--- config.mk ---
export PLATFORM = sky130hd
export DESIGN_NAME = video_unstuffer
export DESIGN_NICKNAME = d
export VERILOG_FILES = /design/src/rtl/video_unstuffer_pkg.sv /design/src/rtl/vu_deser.sv /design/src/rtl/vu_lane_decode.sv /design/src/rtl/vu_slot_ctrl.sv /design/src/rtl/video_unstuffer.sv
export SDC_FILE = /design/constraint.sdc
export NUM_CORES = 1
export LEC_CHECK = 0
export CAP_MARGIN = 20
export CORE_ASPECT_RATIO = 1.1
export CORE_UTILIZATION = 30
export DETAILED_ROUTE_END_ITERATION = 10
export PLACE_DENSITY = 0.5
export SLEW_MARGIN = 20
export SYNTH_ARGS = -nofsm -noshare
export SYNTH_HDL_FRONTEND = slang
export SYNTH_HIERARCHICAL = 1
export SYNTH_SLANG_ARGS = --single-unit
--- constraint.sdc ---
create_clock -name clk -period 2.85 [get_ports clk]
set_input_delay 0.57 -clock clk [delete_from_list [all_inputs] [get_ports clk]]
set_output_delay 0.57 -clock clk [all_outputs]
set_load 0.05 [all_outputs]
--- src/rtl/video_unstuffer_pkg.sv ---
`timescale 1ns/1ps
package video_unstuffer_pkg;
  localparam int CHAR_W = 10;
  localparam int BYTE_W = 8;
  localparam logic [CHAR_W-1:0] STUFF_CODE = 10'h07A;

  typedef enum logic [1:0] {
    MUL_1X = 2'b00,
    MUL_2X = 2'b01,
    MUL_4X = 2'b10,
    MUL_RSV = 2'b11
  } mul_e;

  // Returns {hit, vsync, hsync} for a blanking character.
  function automatic logic [2:0] ctrl_lookup(input logic [CHAR_W-1:0] w);
    logic [2:0] r;
    case (w)
      10'h354: r = 3'b100;
      10'h0AB: r = 3'b101;
      10'h154: r = 3'b110;
      10'h2AB: r = 3'b111;
      default: r = 3'b000;
    endcase
    return r;
  endfunction
endpackage

--- src/rtl/vu_deser.sv ---
`timescale 1ns/1ps
module vu_deser #(
  parameter int CW = 10
) (
  input  logic          clk,
  input  logic          rst,
  input  logic          ser_bit,
  input  logic          char_start,
  output logic [CW-1:0] word,
  output logic          word_v
);
  logic [CW-1:0] shreg;
  logic          primed;

  // Right shift: the first bit received ends up in bit 0.
  always_ff @(posedge clk) begin
    if (rst) begin
      shreg  <= '0;
      primed <= 1'b0;
      word   <= '0;
      word_v <= 1'b0;
    end else begin
      shreg  <= {ser_bit, shreg[CW-1:1]};
      word_v <= 1'b0;
      if (char_start) begin
        primed <= 1'b1;
        word_v <= primed;
        if (primed) word <= shreg;
      end
    end
  end

  // characters are at least two cycles apart
  a_r1_word_gap: assert property (@(posedge clk) disable iff (rst)
    word_v |=> !word_v);
endmodule

--- src/rtl/vu_lane_decode.sv ---
`timescale 1ns/1ps
module vu_lane_decode
  import video_unstuffer_pkg::*;
#(
  parameter int CW = CHAR_W,
  parameter int DW = BYTE_W
) (
  input  logic [CW-1:0] word,
  output logic          is_stuff,
  output logic [DW-1:0] data
);
  logic [DW-1:0] base;

  always_comb begin
    is_stuff = (word == STUFF_CODE);
    base     = word[CW-1] ? ~word[DW-1:0] : word[DW-1:0];
    data[0]  = base[0];
    for (int i = 1; i < DW; i++) begin
      data[i] = word[CW-2] ? (base[i] ^ base[i-1]) : ~(base[i] ^ base[i-1]);
    end
  end
endmodule

--- src/rtl/vu_slot_ctrl.sv ---
`timescale 1ns/1ps
module vu_slot_ctrl
  import video_unstuffer_pkg::*;
#(
  parameter int PHW = 2
) (
  input  logic       clk,
  input  logic       rst,
  input  logic       word_v,
  input  logic [1:0] mode,
  input  logic       lane0_ctrl,
  input  logic       any_stuff,
  input  logic       all_stuff,
  output logic       take,
  output logic       take_blank,
  output logic       err_flag
);
  logic [PHW-1:0] phase;
  logic [PHW-1:0] last_slot;
  logic           locked;
  logic           bad;

  always_comb begin
    case (mode)
      MUL_2X:  last_slot = PHW'(1);
      MUL_4X:  last_slot = PHW'(3);
      default: last_slot = '0;
    endcase
  end

  always_comb begin
    take       = 1'b0;
    take_blank = 1'b0;
    bad        = 1'b0;
    if (word_v) begin
      if (lane0_ctrl) begin
        take       = 1'b1;
        take_blank = 1'b1;
      end else if (locked) begin
        if (phase == '0) begin
          if (any_stuff) bad = 1'b1;
          else           take = 1'b1;
        end else if (!all_stuff) begin
          bad = 1'b1;
        end
      end
    end
  end

  always_ff @(posedge clk) begin
    if (rst) begin
      phase    <= '0;
      locked   <= 1'b0;
      err_flag <= 1'b0;
    end else begin
      if (bad) err_flag <= 1'b1;
      if (word_v) begin
        if (lane0_ctrl) begin
          locked <= 1'b1;
          phase  <= (last_slot == '0) ? '0 : PHW'(1);
        end else if (locked) begin
          if (bad) begin
            locked <= 1'b0;
            phase  <= '0;
          end else begin
            phase <= (phase == last_slot) ? '0 : phase + PHW'(1);
          end
        end
      end
    end
  end

  // single-slot groups never leave phase 0
  a_r4_phase_1x: assert property (@(posedge clk) disable iff (rst)
    (mode == MUL_1X || mode == MUL_RSV) |-> phase == '0);
  // two-slot groups use phases 0 and 1 only
  a_r5_phase_2x: assert property (@(posedge clk) disable iff (rst)
    (mode == MUL_2X) |-> phase <= PHW'(1));
  // a detected mismatch drops lock
  a_r9_drop_lock: assert property (@(posedge clk) disable iff (rst)
    bad |=> !locked);
endmodule

--- src/rtl/video_unstuffer.sv ---
`timescale 1ns/1ps
module video_unstuffer
  import video_unstuffer_pkg::*;
#(
  parameter int CW  = CHAR_W,
  parameter int DW  = BYTE_W,
  parameter int PHW = 2
) (
  input  logic          clk,
  input  logic          rst,
  input  logic          char_start,
  input  logic [2:0]    ser_in,
  input  logic [1:0]    mult_sel,
  output logic          pix_valid,
  output logic          pix_de,
  output logic          pix_hsync,
  output logic          pix_vsync,
  output logic [DW-1:0] pix_red,
  output logic [DW-1:0] pix_green,
  output logic [DW-1:0] pix_blue,
  output logic          stuff_err
);
  localparam int NL = 3;

  logic [CW-1:0] lane_word [NL];
  logic [DW-1:0] lane_data [NL];
  logic [NL-1:0] lane_v;
  logic [NL-1:0] lane_stuff;
  logic [2:0]    ctrl_info;
  logic          take, take_blank;

  for (genvar ln = 0; ln < NL; ln++) begin : g_lane
    vu_deser #(.CW(CW)) u_deser (
      .clk        (clk),
      .rst        (rst),
      .ser_bit    (ser_in[ln]),
      .char_start (char_start),
      .word       (lane_word[ln]),
      .word_v     (lane_v[ln])
    );
    vu_lane_decode #(.CW(CW), .DW(DW)) u_dec (
      .word     (lane_word[ln]),
      .is_stuff (lane_stuff[ln]),
      .data     (lane_data[ln])
    );
  end

  assign ctrl_info = ctrl_lookup(lane_word[0]);

  vu_slot_ctrl #(.PHW(PHW)) u_slot (
    .clk        (clk),
    .rst        (rst),
    .word_v     (&lane_v),
    .mode       (mult_sel),
    .lane0_ctrl (ctrl_info[2]),
    .any_stuff  (|lane_stuff),
    .all_stuff  (&lane_stuff),
    .take       (take),
    .take_blank (take_blank),
    .err_flag   (stuff_err)
  );

  always_ff @(posedge clk) begin
    if (rst) begin
      pix_valid <= 1'b0;
      pix_de    <= 1'b0;
      pix_hsync <= 1'b0;
      pix_vsync <= 1'b0;
      pix_red   <= '0;
      pix_green <= '0;
      pix_blue  <= '0;
    end else begin
      pix_valid <= take;
      if (take) begin
        pix_de <= !take_blank;
        if (take_blank) begin
          pix_vsync <= ctrl_info[1];
          pix_hsync <= ctrl_info[0];
          pix_red   <= '0;
          pix_green <= '0;
          pix_blue  <= '0;
        end else begin
          pix_red   <= lane_data[2];
          pix_green <= lane_data[1];
          pix_blue  <= lane_data[0];
        end
      end
    end
  end

  // one-cycle strobe per pixel
  a_r10_single_strobe: assert property (@(posedge clk) disable iff (rst)
    pix_valid |=> !pix_valid);
  // blanking pixels carry black
  a_r3_blank_black: assert property (@(posedge clk) disable iff (rst)
    (pix_valid && !pix_de) |-> (pix_red == '0 && pix_green == '0 && pix_blue == '0));
  // error flag is sticky
  a_r9_sticky_err: assert property (@(posedge clk) disable iff (rst)
    stuff_err |=> stuff_err);
  // outputs hold between strobes
  a_r10_hold: assert property (@(posedge clk) disable iff (rst)
    !pix_valid |-> $stable(pix_red) && $stable(pix_de));
endmodule

==> metrics.txt, run 1 <==
outcome finished clean; first-pass GRT wire length 13140 um; yosys warns 6; final instance area 4932 um2; # diodes 0; share of cells above drive strength 1 14.68%; Worst Setup Path Type flip-flop to flip-flop; Setup crit end kind flip-flop; Total Routing Usage GR 11.98%; DRC 0; Final ANT Viol Nets 0; Rows 44; Yosys reg bits 98; Vert. Die Dim 125.7 um; Worst Tran Pin Value 0.6002 ns; TritonRoute pass-1 iters 4; pre-CTS setup slack 0.4222 ns; Setup crit start kind flip-flop; clk_skew approximately 0.0088 ns; Die ar. 14390 um2; TritonCTS clock tree yes; Layout Nets 445; initial antenna violation count 0; Hold Buf Count CTS 0; clk_lat worst skew 0.34 ns; leakage power roughly 0.0019 uW; synthesized cell area 4173 um2; R2R setup slack around 0.43 ns; WL per Instance between 10 and 15 um; Fmax achieved around 0.41 GHz; WP buf/inv 1; unrepaired setup endpoints after global routing false; H-tree depth 3; CTS resizes 0; DR iter-0 viols 88; Clock Pin Slew Worst Setup and Hold Paths 0.06 ns; Critical Path Sink pix_vsync; CP Data Required Time 3.11 ns; Post-Syn Instances 402; CP max FO 10; setup TNS 0 ns; Final Cycle Share 84.88%; IO Port Bufs 36; Yosys cell types 47; FF+latch area approximately 2000 um2; Fin. Hold Viols 0; critical path, cell by cell nor4bb_1, and4_1, or3_1, nor2b_4, a21oi_1, nor2_2, buf_4, and2_1, nor2_1, a311oi_1; Slowest cell on crit path dfxtp_1; pwr dens 532.4 nW/um2; worst vdd ir 0.2471 mV; core area 13380 um2; Syn-to-layout area delta 18.20%; die width 114.5 um; reg2reg path depth 10; Vias/cell approximately 4.3; grt ovf 0; Worst Path Arrival approximately 2.7 ns; asr flop ratio synth 0%; min-delay worst type flip-flop to flip-flop; reg2reg start g_lane[0].u_deser/word[8]; final critical-path setup slack around 0.43 ns; largest net degree at the start of global routing 101; max-cap viol count 0; area of the multi-input gates ~2000 um2; vias in the first global route 2627; fin. max-slew vios 0; main flop type after synthesis dfxtp_1; clock buffer depth 2; Setup Buffers After CTS 0; Worst setup startpoint g_lane[0].u_deser/word[8]; # setup viols final 0; max_slew headroom between 50 and 60%; post-detail-place hpwl roughly 5300 um; routed wire length 7883 um; RD Place Congestion 0.6760; Inst Count DP 605; CP top delay family simple AND/OR/NAND/NOR gates; via count 2676; Clock Tree Root clkbuf_16; non-filler cells, final 620; sequential area share after synthesis a little under half; Placed Area 4651 um2; CTS buffer count 9; Ports 37; fin crit period 2.419 ns; EDFF count, synth 0; Mapped Nets 415; final core utilization between 30% and 40%; FF-to-FF End pix_vsync; fill count 1359; clk sink count 98; initial core utilization between 30% and 40%; Avg Cell Area, Syn 10.38 um2; CP max stage delay 0.59 ns; Crit path depth 10
stage by stage:
| stage | hold slack, ns | power [uW] |
|---|---|---|
| detailed placement | 0.4486 | 1513 |
| floorplan | 0.4426 | 1490 |
| global placement | 0.4392 | 1512 |
| finish | 0.4533 | 2626 |
| global route | 0.4735 | 2744 |
| CTS | 0.4592 | 2671 |
tightest hold or removal path, cell delays in order (launching register included):
cell	delay [ns]
dfxtp_1	0.31
inv_1	0.05
a21oi_1	0.05
how the worst min path moves through the flow:
stage	start	end	slack, ns	depth (start not counted)
2_1_floorplan	g_lane[0].u_deser/shreg[0]	g_lane[0].u_deser/word[0]	0.44	2
5_1_grt	u_slot/err_flag	u_slot/err_flag	0.47	2
3_5_place_dp	u_slot/err_flag	u_slot/err_flag	0.45	2
3_3_place_gp	u_slot/err_flag	u_slot/err_flag	0.44	2
4_1_cts	u_slot/err_flag	u_slot/err_flag	0.46	2
6_report	u_slot/err_flag	u_slot/err_flag	0.45	2
flip-flops by register name, indices dropped and copies added (netlist names):
register	count
pix_blue	8
g_lane.u_deser/primed	3
pix_hsync	1
g_lane.u_deser/word	30
pix_green	8
pix_valid	1
g_lane.u_deser/word_v	3
pix_de	1
pix_red	8
u_slot/err_flag	1
u_slot/phase	2
g_lane.u_deser/shreg	30
pix_vsync	1
u_slot/locked	1
synth_stat cells, types with 3 or more instances:
cell | instances | area share (%)
a21oi_1 | 31 | 3.7
xor2_2 | 6 | 2.3
xnor2_1 | 22 | 4.6
buf_6 | 6 | 1.6
buf_2 | 5 | 0.60
clkbuf_1 | 4 | 0.36
dfxtp_1 | 98 | 47
xor2_1 | 10 | 2.1
mux2_4 | 15 | 5.4
and2_4 | 3 | 0.63
inv_1 | 9 | 0.81
nor2_1 | 37 | 3.3
mux2_2 | 12 | 3.2
buf_4 | 5 | 0.90
a21bo_2 | 3 | 0.72
nand3_1 | 5 | 0.60
nor2b_1 | 82 | 12
ha_1 | 5 | 1.5
nand2_1 | 6 | 0.54
nor3_1 | 3 | 0.36
placed cells by master, fill, tap and decap left out, drive strengths merged, types with 3 or more instances in the layout:
master,synthesis,layout
a21oi,31,31
clkbuf,4,12
nor3,4,4
xor2,16,16
inv,9,9
dfxtp,98,98
and2,5,5
nand3,5,5
nor2b,83,83
xnor2,22,22
nand2,6,6
ha,5,5
buf,16,4
nor2,37,37
a21bo,3,3
clkdlybuf4s50,0,35
mux2,27,27
area by class of cell:
class / count / share of cell area [%]
clock buffer: 12 / 5.200
clock inverter: 3 / 0.5074
inverter: 9 / 0.6849
multi-input combinational: 275 / 41.25
sequential: 98 / 39.78
tap: 184 / 4.668
timing repair buffer: 39 / 7.915
per-layer routing:
layer | vias to the layer above | GRT usage [%] | wire [um]
met1 | 1257 | 16.11 | 4143
li1 | 1377 | - | -
met4 | 0 | 5.500 | 114
met3 | 7 | 3.272 | 262
met5 | - | 0 | 0
met2 | 35 | 17.79 | 3361
where the power goes:
part / switching, uW / internal (uW) / total [uW] / leakage, uW
logic: 49.8 / 38.7 / 88.5 / 0.00100
registers: 9.45 / 1380 / 1390 / 0.000792
clock network: 507 / 638 / 1150 / 0.000135
total: 567 / 2060 / 2630 / 0.00193
logic make-up after synthesis:
| group | synth area share [%] |
|---|---|
| xor+xnor | 9.055 |
| compound gates | 5.787 |
| buf+inv | 4.288 |
| mux | 8.636 |
| simple gates | 23.72 |
| flops | 47.02 |
| fa+ha+maj | 1.499 |
Note: power is estimated with default switching activity, not from simulation.
==> run 2: changes to the inputs <==
PLACE_DENSITY = 0.52   (was 0.5)
clock period = 2.2 ns   (was 2.85 ns; I/O delays follow)
==> run 2 against run 1 <==
Clock power up 46%; hold slack worse by 0.0060 ns; setup slack worse by 0.32 ns; critical path depth down 1; cell area up 4.7%; sequential cell count unchanged; register-to-register slack worse by 0.32 ns; total power up 37%; non-clock buffer count up 17; first-iteration DRC count up 8.0%; utilization up 1.7 points; critical path type unchanged.
==> metrics.txt, run 2 (synthesis results as in run 1) <==
clk_lat worst skew 0.34 ns (about the same); IO Port Bufs 36 (unchanged); largest net degree at the start of global routing 47 (-53%); final core utilization 38.62% (+1.7 points); clk_skew 0.006880 ns (-0.001958 ns); Worst Setup Path Type flip-flop to flip-flop; Fin. Hold Viols 0 (unchanged); Hold Buf Count CTS 0 (unchanged); Worst Tran Pin Value 0.5058 ns (-0.09434 ns); first-pass GRT wire length 13660 um (+3.9%); Syn-to-layout area delta 23.81%; post-detail-place hpwl 5728 um (+8.8%); Rows 44 (unchanged); clock buffer depth 2 (unchanged); Vert. Die Dim 125.7 um (unchanged); reg2reg path depth 9 (-1); Clock Tree Root clkbuf_16; core area 13380 um2 (unchanged); Final ANT Viol Nets 0 (unchanged); Layout Nets 464 (+4.3%); unrepaired setup endpoints after global routing true; Vias/cell 4.288 (-0.66%); pwr dens 697.4 nW/um2 (+31%); TritonRoute pass-1 iters 6 (+2); DRC 0 (unchanged); Setup crit end kind flip-flop; Largest regs g_lane.u_deser/shreg (30), g_lane.u_deser/word (30); Worst Path Arrival 2.37 ns (-0.31 ns); Die ar. 14390 um2 (unchanged); Worst setup startpoint g_lane[0].u_deser/word[4]; Setup crit start kind flip-flop; via count 2744 (+2.5%); Reg power frac 49.9% (-3.1 points); commonest non-fill, non-tap cells in the layout dfxtp_1 (94), nor2b_1 (82), nor2_1 (36); WL per Instance 13.32 um (+4.8%); Clock Pin Slew Worst Setup and Hold Paths 0.07 ns (about the same); Hold Startpoint u_slot/err_flag; min-delay worst type flip-flop to flip-flop; outcome finished clean; Ports 37 (unchanged); FF-to-FF End pix_blue[5]; die width 114.5 um (unchanged); initial core utilization 31.19% (unchanged); grt ovf 0 (unchanged); H-tree depth 3 (unchanged); # diodes 0 (unchanged); CTS buffer count 9 (unchanged); clk sink count 98 (unchanged); vias in the first global route 2641 (+0.53%); worst vdd ir 0.3353 mV (+36%); CP max FO 11 (+1); Final Cycle Share 94.98% (+10 points); Pwr Total 3603 uW (+37%); R2R setup slack 0.11 ns (-0.32 ns); Total Routing Usage GR 12.48% (+0.49 points); fin. max-slew vios 0 (unchanged); DR iter-0 viols 95 (+8.0%); switching power 732.3 uW (+29%); max-cap viol count 0 (unchanged); RD Place Congestion 0.7031 (+4.0%); Internal Power 2871 uW (+39%); Fmax achieved 0.4786 GHz (+16%); CP Data Required Time 2.49 ns (-0.62 ns); share of cells above drive strength 1 20.18% (+5.5 points); routed wire length 8526 um (+8.2%); commonest non-fill, non-tap cell in the layout dfxtp_1; hold path depth 2 (unchanged); reg2reg start g_lane[0].u_deser/word[4]; Hold Path End u_slot/err_flag; # setup viols final 0 (unchanged); initial antenna violation count 0 (unchanged); Logic pwr share 3.6% (+0.2 points); TritonCTS clock tree yes; fin crit period 2.089 ns (-0.3296 ns); leakage power 0.002059 uW (+6.6%); max_slew headroom 66.17% (+6.3 points); Switching Share 20.33% (-1.2 points); final hold slack 0.4474 ns (-0.005979 ns); clock share of power 46.5% (+2.9 points)
run 2: cell count changes in the layout (fill, tap and decap cells not counted), sizes merged:
| cell | change |
|---|---|
| buf | +17 |
| and2b | +2 |
| bufinv | +2 |
| clkbuf | -1 |
run 2: final cells by class:
| cell class | instances | area, um2 |
|---|---|---|
| sequential | 98 | 1969 |
| fill | 1328 | 8212 |
| multi-input combinational | 277 | 2074 |
| clock inverter | 5 | 77.57 |
| clock buffer | 11 | 242.7 |
| timing repair buffer | 56 | 538.0 |
| tap | 184 | 230.2 |
| inverter | 9 | 33.78 |
run 2: worst max path at each step:
| stage | to | slack (ns) | cells after the start |
|---|---|---|---|
| after floorplan | pix_vsync | 0.06 | 11 |
| after global placement | pix_green[6] | 0.07 | 9 |
| after detailed placement | pix_blue[3] | 0.02 | 9 |
| after CTS | pix_green[5] | -0.009 | 9 |
| after global routing | pix_red[0] | -0.01 | 10 |
| final | pix_blue[5] | 0.11 | 9 |
run 2: timing repair:
action	4_1_cts	5_1_grt
setup endpoints to repair	1	26
resized for setup	0	19
cloned	0	3
setup buffers	0	1
pin swaps	0	5
run 2: per-layer routing:
layer / GRT usage (%) / vias to the layer above / wire length [um]
met5: 0 / - / 0
met4: 5.500 / 0 / 150
met3: 3.754 / 9 / 286
met2: 18.29 / 36 / 3839
met1: 16.85 / 1283 / 4250
li1: - / 1416 / -
run 2: power groups by stage:
stage	combinational (uW)	sequential, uW	clock, uW
floorplan	90.8	1840	0
global placement	129	1840	0
detailed placement	130	1840	0
CTS	130	1800	1730
global route	141	1800	1830
finish	128	1800	1680
run 2: critical path, cell delays in order (launching register included):
cell	delay, ns
dfxtp_4	0.36
ha_1	0.19
and4_1	0.19
or3_4	0.38
nor2b_4	0.14
a21oi_2	0.08
nor2_4	0.21
and2b_4	0.30
a21oi_1	0.10
nor2_1	0.09
run 2: per-stage QoR:
| stage | worst slack [ns] | cells | cell area (um2) | setup TNS [ns] |
|---|---|---|---|---|
| finish | 0.1105 | 640 | 5166 | 0 |
| global route | -0.01223 | 640 | 5166 | -0.02790 |
| CTS | -0.008648 | 636 | 5096 | -0.008648 |
| detailed placement | 0.02154 | 620 | 4776 | 0 |
| global placement | 0.07493 | 620 | 4776 | 0 |
| floorplan | 0.05696 | 402 | 4173 | 0 |
